<file path="src/rtl/br_pkg.sv">
package br_pkg;

    typedef enum logic [1:0] {
        ST_RUN    = 2'd0,
        ST_LDWAIT = 2'd1,
        ST_BUBBLE = 2'd2
    } br_state_e;

    localparam int unsigned N_LOAD_SLOTS = 2;

endpackage

</file>
<file path="src/rtl/br_compare.sv">
module br_compare #(
    parameter int unsigned XLEN = 32
) (
    input  logic            clk,
    input  logic            rst_n,
    input  logic [XLEN-1:0] a_i,
    input  logic [XLEN-1:0] b_i,
    input  logic            bne_i,
    output logic            cond_o
);
    logic [XLEN-1:0] diff;
    logic            same;

    assign diff   = a_i ^ b_i;
    assign same   = ~(|diff);
    assign cond_o = bne_i ? ~same : same;


    eq_match_chk: assert property (@(posedge clk) disable iff (!rst_n)
        (!bne_i && (a_i == b_i)) |-> cond_o);

    ne_match_chk: assert property (@(posedge clk) disable iff (!rst_n)
        (bne_i && (a_i != b_i)) |-> cond_o);
endmodule

</file>
<file path="src/rtl/br_target.sv">
module br_target #(
    parameter int unsigned XLEN  = 32,
    parameter int unsigned SHIFT = 2
) (
    input  logic [XLEN-1:0] pc4_i,
    input  logic [XLEN-1:0] imm_i,
    output logic [XLEN-1:0] target_o
);
    logic [XLEN-1:0] offs;

    assign offs     = {imm_i[XLEN-SHIFT-1:0], {SHIFT{1'b0}}};
    assign target_o = pc4_i + offs;
endmodule

</file>
<file path="src/rtl/br_hazard.sv">
module br_hazard #(
    parameter int unsigned RAW   = 5,
    parameter int unsigned SLOTS = 2
) (
    input  logic [RAW-1:0]   rs_i,
    input  logic [RAW-1:0]   rt_i,
    input  logic [SLOTS-1:0] load_i,
    input  logic [RAW-1:0]   dest_i [SLOTS],
    output logic             hazard_o
);
    logic [SLOTS-1:0] hit;

    for (genvar s = 0; s < SLOTS; s++) begin : g_slot
        logic live;
        assign live   = load_i[s] && (dest_i[s] != '0);
        assign hit[s] = live && ((dest_i[s] == rs_i) || (dest_i[s] == rt_i));


        always_comb begin
            zero_dest_chk: assert (!((dest_i[s] == '0) && hit[s]));
        end
    end

    assign hazard_o = |hit;
endmodule

</file>
<file path="src/rtl/br_ctrl.sv">
module br_ctrl
    import br_pkg::*;
(
    input  logic clk,
    input  logic rst_n,
    input  logic is_branch_i,
    input  logic cond_i,
    input  logic hazard_i,
    output logic taken_o,
    output logic stall_o,
    output br_state_e state_o
);
    br_state_e state_q, state_d;
    logic      live_br;

    always_ff @(posedge clk) begin
        if (!rst_n) state_q <= ST_RUN;
        else        state_q <= state_d;
    end

    always_comb begin
        live_br = is_branch_i && (state_q != ST_BUBBLE);
        taken_o = live_br && !hazard_i && cond_i;
        stall_o = live_br && hazard_i;
    end

    always_comb begin
        state_d = state_q;
        unique case (state_q)
            ST_RUN, ST_LDWAIT: begin
                if (stall_o)      state_d = ST_LDWAIT;
                else if (taken_o) state_d = ST_BUBBLE;
                else              state_d = ST_RUN;
            end
            ST_BUBBLE: state_d = ST_RUN;
            default:   state_d = ST_RUN;
        endcase
    end

    assign state_o = state_q;


    bubble_quiet_chk: assert property (@(posedge clk) disable iff (!rst_n)
        (state_q == ST_BUBBLE) |-> (!taken_o && !stall_o));

    stall_excl_chk: assert property (@(posedge clk) disable iff (!rst_n)
        !(stall_o && taken_o));
endmodule

</file>
<file path="src/rtl/id_branch_resolve.sv">
module id_branch_resolve
    import br_pkg::*;
#(
    parameter int unsigned XLEN    = 32,
    parameter int unsigned RAW     = 5,
    parameter int unsigned INSTR_W = 32
) (
    input  logic               clk,
    input  logic               rst_n,
    input  logic [INSTR_W-1:0] fetch_instr_i,
    input  logic [XLEN-1:0]    fetch_pc4_i,
    input  logic               is_beq_i,
    input  logic               is_bne_i,
    input  logic [XLEN-1:0]    opnd_a_i,
    input  logic [XLEN-1:0]    opnd_b_i,
    input  logic [XLEN-1:0]    pc_plus4_i,
    input  logic [XLEN-1:0]    imm_sext_i,
    input  logic [RAW-1:0]     rs_idx_i,
    input  logic [RAW-1:0]     rt_idx_i,
    input  logic               ex_load_i,
    input  logic [RAW-1:0]     ex_dest_i,
    input  logic               mem_load_i,
    input  logic [RAW-1:0]     mem_dest_i,
    output logic               taken_o,
    output logic [XLEN-1:0]    target_o,
    output logic               pc_sel_o,
    output logic               if_flush_o,
    output logic               stall_o,
    output logic [INSTR_W-1:0] ifid_instr_o,
    output logic [XLEN-1:0]    ifid_pc4_o
);
    localparam int unsigned SLOTS = N_LOAD_SLOTS;

    logic             cond, hazard, is_branch;
    logic [SLOTS-1:0] ld_vec;
    logic [RAW-1:0]   ld_dest [SLOTS];
    br_state_e        state;

    assign is_branch  = is_beq_i | is_bne_i;
    assign ld_vec     = {mem_load_i, ex_load_i};
    assign ld_dest[0] = ex_dest_i;
    assign ld_dest[1] = mem_dest_i;

    br_compare #(.XLEN(XLEN)) u_cmp (
        .clk    (clk),
        .rst_n  (rst_n),
        .a_i    (opnd_a_i),
        .b_i    (opnd_b_i),
        .bne_i  (is_bne_i),
        .cond_o (cond)
    );

    br_target #(.XLEN(XLEN), .SHIFT(2)) u_tgt (
        .pc4_i    (pc_plus4_i),
        .imm_i    (imm_sext_i),
        .target_o (target_o)
    );

    br_hazard #(.RAW(RAW), .SLOTS(SLOTS)) u_haz (
        .rs_i     (rs_idx_i),
        .rt_i     (rt_idx_i),
        .load_i   (ld_vec),
        .dest_i   (ld_dest),
        .hazard_o (hazard)
    );

    br_ctrl u_ctrl (
        .clk         (clk),
        .rst_n       (rst_n),
        .is_branch_i (is_branch),
        .cond_i      (cond),
        .hazard_i    (hazard),
        .taken_o     (taken_o),
        .stall_o     (stall_o),
        .state_o     (state)
    );

    assign pc_sel_o   = taken_o;
    assign if_flush_o = taken_o;

    always_ff @(posedge clk) begin
        if (!rst_n || if_flush_o) begin
            ifid_instr_o <= '0;
            ifid_pc4_o   <= '0;
        end else if (!stall_o) begin
            ifid_instr_o <= fetch_instr_i;
            ifid_pc4_o   <= fetch_pc4_i;
        end
    end


    flush_zero_chk: assert property (@(posedge clk) disable iff (!rst_n)
        if_flush_o |=> ((ifid_instr_o == '0) && (ifid_pc4_o == '0)));

    stall_hold_chk: assert property (@(posedge clk) disable iff (!rst_n)
        stall_o |=> ($stable(ifid_instr_o) && $stable(ifid_pc4_o)));

    bubble_nop_chk: assert property (@(posedge clk) disable iff (!rst_n)
        (state == ST_BUBBLE) |-> (ifid_instr_o == '0));
endmodule

</file>
<file path="config.mk">
export PLATFORM = sky130hd
export DESIGN_NAME = id_branch_resolve
export DESIGN_NICKNAME = d
export VERILOG_FILES = /design/src/rtl/br_pkg.sv /design/src/rtl/br_compare.sv /design/src/rtl/br_target.sv /design/src/rtl/br_hazard.sv /design/src/rtl/br_ctrl.sv /design/src/rtl/id_branch_resolve.sv
export SDC_FILE = /design/constraint.sdc
export NUM_CORES = 1
export LEC_CHECK = 0
export ABC_AREA = 1
export BUFFER_PORTS_ARGS = -buffer_cell sky130_fd_sc_hd__buf_2
export CAP_MARGIN = 20
export CORE_AREA = 2 2 124 126
export CTS_BUF_LIST = sky130_fd_sc_hd__clkbuf_4 sky130_fd_sc_hd__clkbuf_8
export DETAILED_ROUTE_END_ITERATION = 10
export DIE_AREA = 0 0 126 128
export PLACE_DENSITY = 0.73
export SLEW_MARGIN = 20
export SYNTH_ARGS = -nofsm -noshare
export SYNTH_HDL_FRONTEND = slang
export SYNTH_SLANG_ARGS = --single-unit
</file>
<file path="constraint.sdc">
create_clock -name clk -period 1.74 [get_ports clk]
set_input_delay 0.087 -clock clk [delete_from_list [all_inputs] [get_ports clk]]
set_output_delay 0.087 -clock clk [all_outputs]
set_load 0.01 [all_outputs]
</file>
; Word level (Yosys, flattened, before mapping)
; Index checks and enable logic that the tools add are counted.
[totals]
inputBits = 218
word_cells = 40
register_bits = 66
out_inout_bits = 100
[op_classes]
bitwise_logic = 5
n_addsub = 1
reduce_logical = 21
eq_ne = 6
mux = 3
[op_table]
columns = cell, count
row1 = $add 32x32->32, 1
row2 = $reduce_or 32->1, 1
row3 = $xor 32x32->32, 1
row4 = $eq 5x5->1, 4
row5 = $reduce_bool 5->1, 2
row6 = $logic_and 1x1->1, 8
row7 = $reduce_or 2->1, 2
row8 = $logic_or 1x1->1, 3
row9 = $not 1->1, 3
row10 = $reduce_or 3->1, 1
row11 = $eq 2x1->1 const B, 1
row12 = $logic_not 1->1, 2
row13 = $logic_not 2->1, 1
row14 = $mux 1, 2
row15 = $mux 2, 1
row16 = $ne 2x2->1 const B, 1
row17 = $reduce_and 2->1, 1
row18 = $or 1x1->1, 1

; Longest topological paths before layout
; Gate-level depths: netlist (run 1).
[depth]
word_depth = 9
mapped_depth = 15
depth_no_buf = 13

; Hierarchy
; A second synthesis (run 1) with hierarchy kept.
[hier_totals]
cells_unflattened = 935
area_unflattened_um2 = 5834.3
[modules_own_cells]
columns = module, area_per_inst_um2, instances, seq_area_each_um2, cells_each
row1 = id_branch_resolve, 2593.7, 1, 1281.2, 281
row2 = br_target, 2248.4, 1, 0.0, 446
row3 = br_compare, 508.0, 1, 0.0, 103
row4 = br_hazard, 379.1, 1, 0.0, 91
row5 = br_ctrl, 105.1, 1, 40.0, 14

; Worst setup path after synthesis (run 1)
; OpenSTA, ideal clock, no wires.
[synth_timing]
kind = input-to-output
start = input port pc_plus4_i[2]
end = output port target_o[22]
path_buffers = 0
t_arrival_ns = 1.622
t_required_ns = 1.653
setup_slack_ns = 0.031
cell_stages = 9
path_cell_list = ha_1 > inv_1 > fa_1 > o21ai_1 > a21oi_1 > o21bai_1 > nand2_1 > nand2_1 > xor2_1
[synth_between]
elab_chain_len = 1
[synth_lines]
columns = item, line
row1 = from (decl), id_branch_resolve.sv:16  ; input logic [XLEN-1:0] pc_plus4_i,
row2 = $add 32x32->32, br_target.sv:12  ; assign target_o = pc4_i + offs;
row3 = to (decl), id_branch_resolve.sv:25  ; output logic [XLEN-1:0] target_o,
; Every way passes these cells.

; Worst setup path in the final report (run 1)
[layout_timing]
start = input port imm_sext_i[0]
end = output port target_o[20]
[layout_between]
elab_chain_len = 1
[layout_lines]
columns = item, line
row1 = from (decl), id_branch_resolve.sv:17  ; input logic [XLEN-1:0] imm_sext_i,
row2 = $add 32x32->32, br_target.sv:12
; Every way passes these cells.

==> results of run 1 <==
==> power by group through the flow <==
stage	logic [W]	clock network (W)	registers, W
4_1_cts	0.00218	0.00165	0.00169
5_1_grt	0.00260	0.00173	0.00170
6_report	0.00237	0.00160	0.00169
3_5_place_dp	0.00210	0	0.00172
3_3_place_gp	0.00208	0	0.00172
2_1_floorplan	0.00114	0	0.00177
==> metal layers <==
metal | vias to the layer above | global-route usage | wire length (um)
met2 | 223 | 0.3944 | 9335
met4 | 0 | 0.05559 | 351
met1 | 2968 | 0.2526 | 7695
met3 | 29 | 0.04048 | 1138
li1 | 3484 | - | -
met5 | - | 0 | 0
==> path summary, 6_finish.rpt <==
kind | start | end
setup / recovery | imm_sext_i[0] | target_o[20]
hold / removal | rst_n | u_ctrl.state_o[0]
setup reg to reg | u_ctrl.state_o[1] | ifid_pc4_o[9]
hold reg to reg | u_ctrl.state_o[1] | u_ctrl.state_o[0]
==> logic make-up (layout without fill, tap and decap cells) <==
family                   after synthesis  in the layout  synth area share
XOR/XNOR                              53             53           0.08081
AND/OR/NAND/NOR                      517            517            0.4173
buffers and inverters                160            519            0.1366
other                                  0              1                 0
flip-flops                            66             66            0.2300
adder cells (fa/ha/maj)               30             30           0.06665
AO/OA/AOI/OAI                         75             75           0.06861
==> sequential cells by signal, indices dropped and copies added, names as in the netlist <==
signal and count:
u_ctrl.state_o 2, ifid_instr_o 32, ifid_pc4_o 32
==> Yosys cell counts (2+ instances only) <==
cell type | number | area [um^2]
o21ai_0 | 22 | 110.1
o21ai_1 | 3 | 15.01
inv_2 | 8 | 30.03
nand3_2 | 60 | 600.6
o21bai_1 | 4 | 30.03
xor2_1 | 21 | 183.9
nand2_4 | 2 | 22.52
a21oi_1 | 42 | 210.2
nand2_2 | 4 | 25.02
buf_4 | 4 | 30.03
inv_1 | 121 | 454.2
buf_6 | 5 | 56.30
nand3_1 | 18 | 90.09
nand3b_1 | 2 | 15.01
buf_2 | 14 | 70.07
dfxtp_1 | 66 | 1321
xnor2_1 | 32 | 280.3
nand2_1 | 300 | 1126
nor3_1 | 9 | 45.04
buf_12 | 7 | 140.1
nand4_1 | 6 | 37.54
ha_1 | 29 | 362.9
nor2_1 | 116 | 435.4
==> through the flow <==
stage	cells	area (um^2)	hold slack, ns	util	setup WS [ns]
floorplan	901	5744	0.2370	-	0.03062
global placement	1426	7765	0.1741	0.5224	-0.2705
detailed placement	1426	7765	0.1741	0.5224	-0.2862
CTS	1445	8200	0.01474	0.5517	-0.08099
global route	1448	8621	0.03058	0.5800	-0.2156
finish	1449	8623	0.03695	0.5801	-0.1147
==> tightest hold or removal path, stage by stage <==
cell and delay, ns:
buf_2 0.13, nand2_1 0.08, nor2_1 0.04
==> area by class of cell <==
| class | instances | area [um^2] |
|---|---|---|
| multi-input combinational | 675 | 4159 |
| antenna | 1 | 2.502 |
| clock buffer | 9 | 123.9 |
| fill | 1420 | 6241 |
| inverter | 129 | 485.5 |
| clock inverter | 7 | 125.1 |
| tap | 188 | 235.2 |
| timing repair buffer | 374 | 2171 |
| sequential | 66 | 1321 |
==> what timing repair did <==
action | in CTS | in global routing
setup endpoints to repair | 22 | 24
resized for setup | 35 | 85
buffers inserted | 3 | 4
pin swaps | 10 | 19
==> out/results.tsv, run 1 <==
metric	value	unit
path_class	input pin to output pin	
hold_viol	0	
tns	-0.5458	ns
setup_viol	9	
worstSetupPathDepth	12	
critPathMaxStageDelay	0.36	ns
synthCells	901	
syn_area	5744	um^2
hold_path_class	input pin to flip-flop	
violations	negative setup slack	
initial_core_util	0.3864	
worstSetupStartpointType	input pin	
mostFrequentLayoutCells	buf_2 (308), nand2_1 (281), inv_1 (118)	
grt-ovfl-total	0	
cts_hold_buf	0	
synth_nets	1149	
yosysUniqueCellTypes	29	
io_buffers	311	
num-nets-final	1503	
period_share	1.066	
clk_pin_slew	0.08	ns
power.total	0.005662	W
rows	45	
synth-edff-count	0	
route.vias.total	6704	
status	complete, but fails checks	
ctsHtreeMaxLevel	3	
yosysSeqAreaShare	0.2300	
fin_ws	-0.1147	ns
grt_pass1_vias	6190	
cts-root-buf	clkbuf_8	
cp.buffers_inverters	4	
reg2regPathDepth	9	
p_leak	4.753	nW
clockBufferDepth	2	
min_period	1.855	ns
die_w	126	um
seq_power_share	0.298	
yosysWarnings	0	
gp_congestion	0.8889	
drc	0	
rsz0062_at_grt	yes	
swShare	0.3550	
rrSetupSlack	0.25	ns
min_path_cells	3	
die_h	128	um
p_clk_frac	0.283	
drive_gt1_frac	0.4365	
cp.required	1.65	ns
clkLatencyLatePin	0.34	ns
max_slew_margin	0.7060	
area_growth	50.12	%
antenna_found_initial	0	
power_density	656.6	nW/um^2
arrival	1.77	ns
grt_start_max_net_pins	65	
maxCapViolCount	0	
fmax	539.2	MHz
fin_worst_skew	0.008946	ns
final_max_slew_viol_count	0	
worstSetupEndpointType	output pin	
globalRouteTotalUtil	0.2132	
max-vdd-ir-drop	408.3	uV
cts_buffers	9	
viasPerCell	4.627	
critPathMaxFanout	3	
ys_seq_elements	66	
grt_pass1_wl	28.52	mm
postSynthAreaPerCell	6.375	um^2
postRouteAntennaNets	0	
numClockSinks	66	
path_cells	buf_8 > ha_4 > inv_2 > fa_2 > o21ai_4 > a21oi_4 > o21bai_1 > buf_4 > nand2_2 > nand2_2 > xor2_1 > buf_2	
io_pins	318	
cp_common_cell	nand2_2	
drt-initial-drc-count	267	
final_common_cell	buf_2	
crit_family	adder cells	
hpwl	14.31	mm
finalWirelength	18.52	mm
cts_tree	built	
design.core.area	14860	um^2
netSwitchingPower	0.002010	W
p_int	0.003652	W
ys.flop_type	dfxtp_1	
synthArstFlopShare	0	
dr.pass1.iters	4	
slowest_stage	fa_2	
worst_pin_slew	0.4409	ns
combPwrFrac	0.419	
wl_per_cell	12.78	um
dieArea	16130	um^2
(Power assumes the default switching activity.)
==> run 2, diff against run 1 <==
--- a/config.mk
+++ b/config.mk
@@ -8,12 +8,13 @@
 export ABC_AREA = 1
 export BUFFER_PORTS_ARGS = -buffer_cell sky130_fd_sc_hd__buf_2
 export CAP_MARGIN = 20
-export CORE_AREA = 2 2 124 126
+export CORE_AREA = 2 2 122 124
 export CTS_BUF_LIST = sky130_fd_sc_hd__clkbuf_4 sky130_fd_sc_hd__clkbuf_8
 export DETAILED_ROUTE_END_ITERATION = 10
-export DIE_AREA = 0 0 126 128
-export PLACE_DENSITY = 0.73
+export DIE_AREA = 0 0 124 126
+export PLACE_DENSITY = 0.75
 export SLEW_MARGIN = 20
 export SYNTH_ARGS = -nofsm -noshare
 export SYNTH_HDL_FRONTEND = slang
+export SYNTH_HIERARCHICAL = 1
 export SYNTH_SLANG_ARGS = --single-unit
==> out/results.tsv, run 2 <==
metric	value	unit	change
status	finished clean		
maxCapViolCount	0		unchanged
synthTopCellsByCount	nand2_1 (376), inv_1 (132), dfxtp_1 (66)		
clkLatencyLatePin	0.35	ns	about the same
rows	44		-2.2%
critPathMaxFanout	4		+1
antenna_found_initial	1		+1
arrival	1.59	ns	-0.18 ns
route.vias.total	7183		+7.1%
finalWirelength	20.05	mm	+8.3%
grt_pass1_wl	30.62	mm	+7.3%
mostFrequentLayoutCells	nand2_1 (368), buf_2 (309), inv_1 (130)		
ys.flop_type	dfxtp_1		
drc	0		unchanged
final_cell_count_no_fill	1504		+3.8%
power_density	615.3	nW/um^2	-6.3%
fin_worst_skew	0.01652	ns	+0.007572 ns
p_leak	4.906	nW	+3.2%
hold_path_class	input pin to flip-flop		
final_common_cell	nand2_1		
io_buffers	311		unchanged
num-nets-final	1562		+3.9%
hpwl	14.13	mm	-1.3%
clk_pin_slew	0.07	ns	about the same
gp_congestion	0.9135		+2.8%
yosysMostFrequentCell	nand2_1		
hold_viol	0		unchanged
worstSetupStartpointType	input pin		
design.core.area	14310	um^2	-3.7%
syn_area	5834	um^2	+1.6%
worst_pin_slew	0.2366	ns	-0.2043 ns
yosysSeqAreaShare	0.2265		-0.003552
postSynthAreaPerCell	6.240	um^2	-2.1%
synthArstFlopShare	0		unchanged
hold_path.startpoint	fetch_instr_i[9]		
area_growth	51.23	%	
cp_common_cell	nand2_1		
grt_pass1_vias	6832		+10%
cts-root-buf	clkbuf_8		
ctsHtreeMaxLevel	3		unchanged
slowest_stage	ha_2		
numClockSinks	66		unchanged
tns	0	ns	+0.5458 ns
postRouteAntennaNets	0		unchanged
wl_per_cell	13.33	um	+4.3%
synth_top_area_frac	0.2419		+0.01189
grt_start_max_net_pins	46		-29%
yosysWarnings	6		+6
worstSetupEndpointType	output pin		
cts_tree	built		
path_class	input pin to output pin		
fin_util	0.6164		+0.03630
critPathMaxStageDelay	0.33	ns	-0.03 ns
synth_area_leader_cell	nand2_1		
synth_top_cells_by_area	nand2_1 (24%), dfxtp_1 (23%), a21oi_2 (9.3%)		
clockBufferDepth	2		unchanged
max_slew_margin	0.8419		+0.1359
synth_nets	1183		+3.0%
globalRouteTotalUtil	0.2406		+0.02737
die_w	124	um	-1.6%
holdWs	0.007947	ns	-0.02900 ns
yosysUniqueCellTypes	29		unchanged
initial_core_util	0.4076		+0.02116
final_max_slew_viol_count	0		unchanged
cp.required	1.65	ns	about the same
dieArea	15620	um^2	-3.1%
min_period	1.673	ns	-0.1815 ns
die_h	126	um	-1.6%
period_share	0.9616		-0.1043
drive_gt1_frac	0.4102		-0.02635
fmax	597.6	MHz	+11%
crit_path_start	pc_plus4_i[9]		
grt-ovfl-total	0		unchanged
timing.rr.start	u_ctrl/state_o[1]		
io_pins	318		unchanged
dr.pass1.iters	7		+3
viasPerCell	4.776		+3.2%
power.total	0.005429	W	-4.1%
ys_seq_elements	66		unchanged
setup_viol	0		-9
cts_buffers	9		unchanged
synth-edff-count	0		unchanged
drt-initial-drc-count	398		+49%
synthCells	935		+3.8%
path_cells	buf_2 > ha_2 > nand2_1 > inv_1 > nand2_1 > nand2_1 > a21oi_2 > nand2_4 > buf_4 > xor2_1 > buf_2		
dp.cells	1428		+0.14%
max-vdd-ir-drop	379.9	uV	-7.0%
-- run 2: final cells by class --
type	instances	area (um^2)
timing repair buffer	391	2414
tap	184	230.2
antenna	1	2.502
multi-input combinational	704	4096
clock buffer	9	123.9
inverter	142	535.5
fill	1238	5490
sequential	66	1321
clock inverter	7	100.1
-- run 2: worst paths after layout --
kind,endpoint,slack (ns),depth (start not counted)
max,target_o[14],0.07,11
min,ifid_instr_o[9],0.008,3
max reg2reg,ifid_instr_o[19],0.50,7
min reg2reg,ifid_pc4_o[19],0.47,2
-- run 2: report_power, final --
group	total (W)	switching, W	internal (W)
clock	0.00147	0.000653	0.000819
combinational	0.00227	0.00126	0.00101
sequential	0.00169	0.0000707	0.00162
total	0.00543	0.00198	0.00345
-- run 2: through the flow --
stage	setup WS, ns	instance area (um^2)
2_1_floorplan	0.1526	5834
3_3_place_gp	-0.04942	7665
3_5_place_dp	-0.05149	7665
4_1_cts	0.03269	8464
5_1_grt	-0.04800	8823
6_report	0.06675	8823
-- run 2: cells by family (layout without fill, tap and decap cells) --
group	count (synthesis)	in the layout	synth area share
compound gates	92	92	0.1210
fa+ha+maj	30	30	0.06562
buf+inv	165	549	0.1267
xor+xnor	44	44	0.06605
other cells	0	1	0
simple gates	538	538	0.3942
flops	66	66	0.2265
-- run 2: critical path, delay by kind of cell --
family / cells / cell delay (ns)
fa+ha+maj: 1 / 0.33
xor+xnor: 1 / 0.12
simple gates: 4 / 0.39
buf+inv: 4 / 0.46
compound gates: 1 / 0.20
-- run 2: per-layer routing --
metal / up-vias / GRT usage / wire (um)
met5: - / 0 / 0
met4: 0 / 0.09782 / 666
met3: 59 / 0.04484 / 1723
met2: 338 / 0.4444 / 10080
met1: 3184 / 0.2657 / 7578
li1: 3602 / - / -
-- run 2: repair_timing --
action	4_1_cts	5_1_grt
setup buffers	0	1
pin swaps	0	10
endpoints found under the hold margin	57	0
hold buffers	57	0
resized for setup	2	69
setup endpoints to repair	3	21
gates cloned	0	1
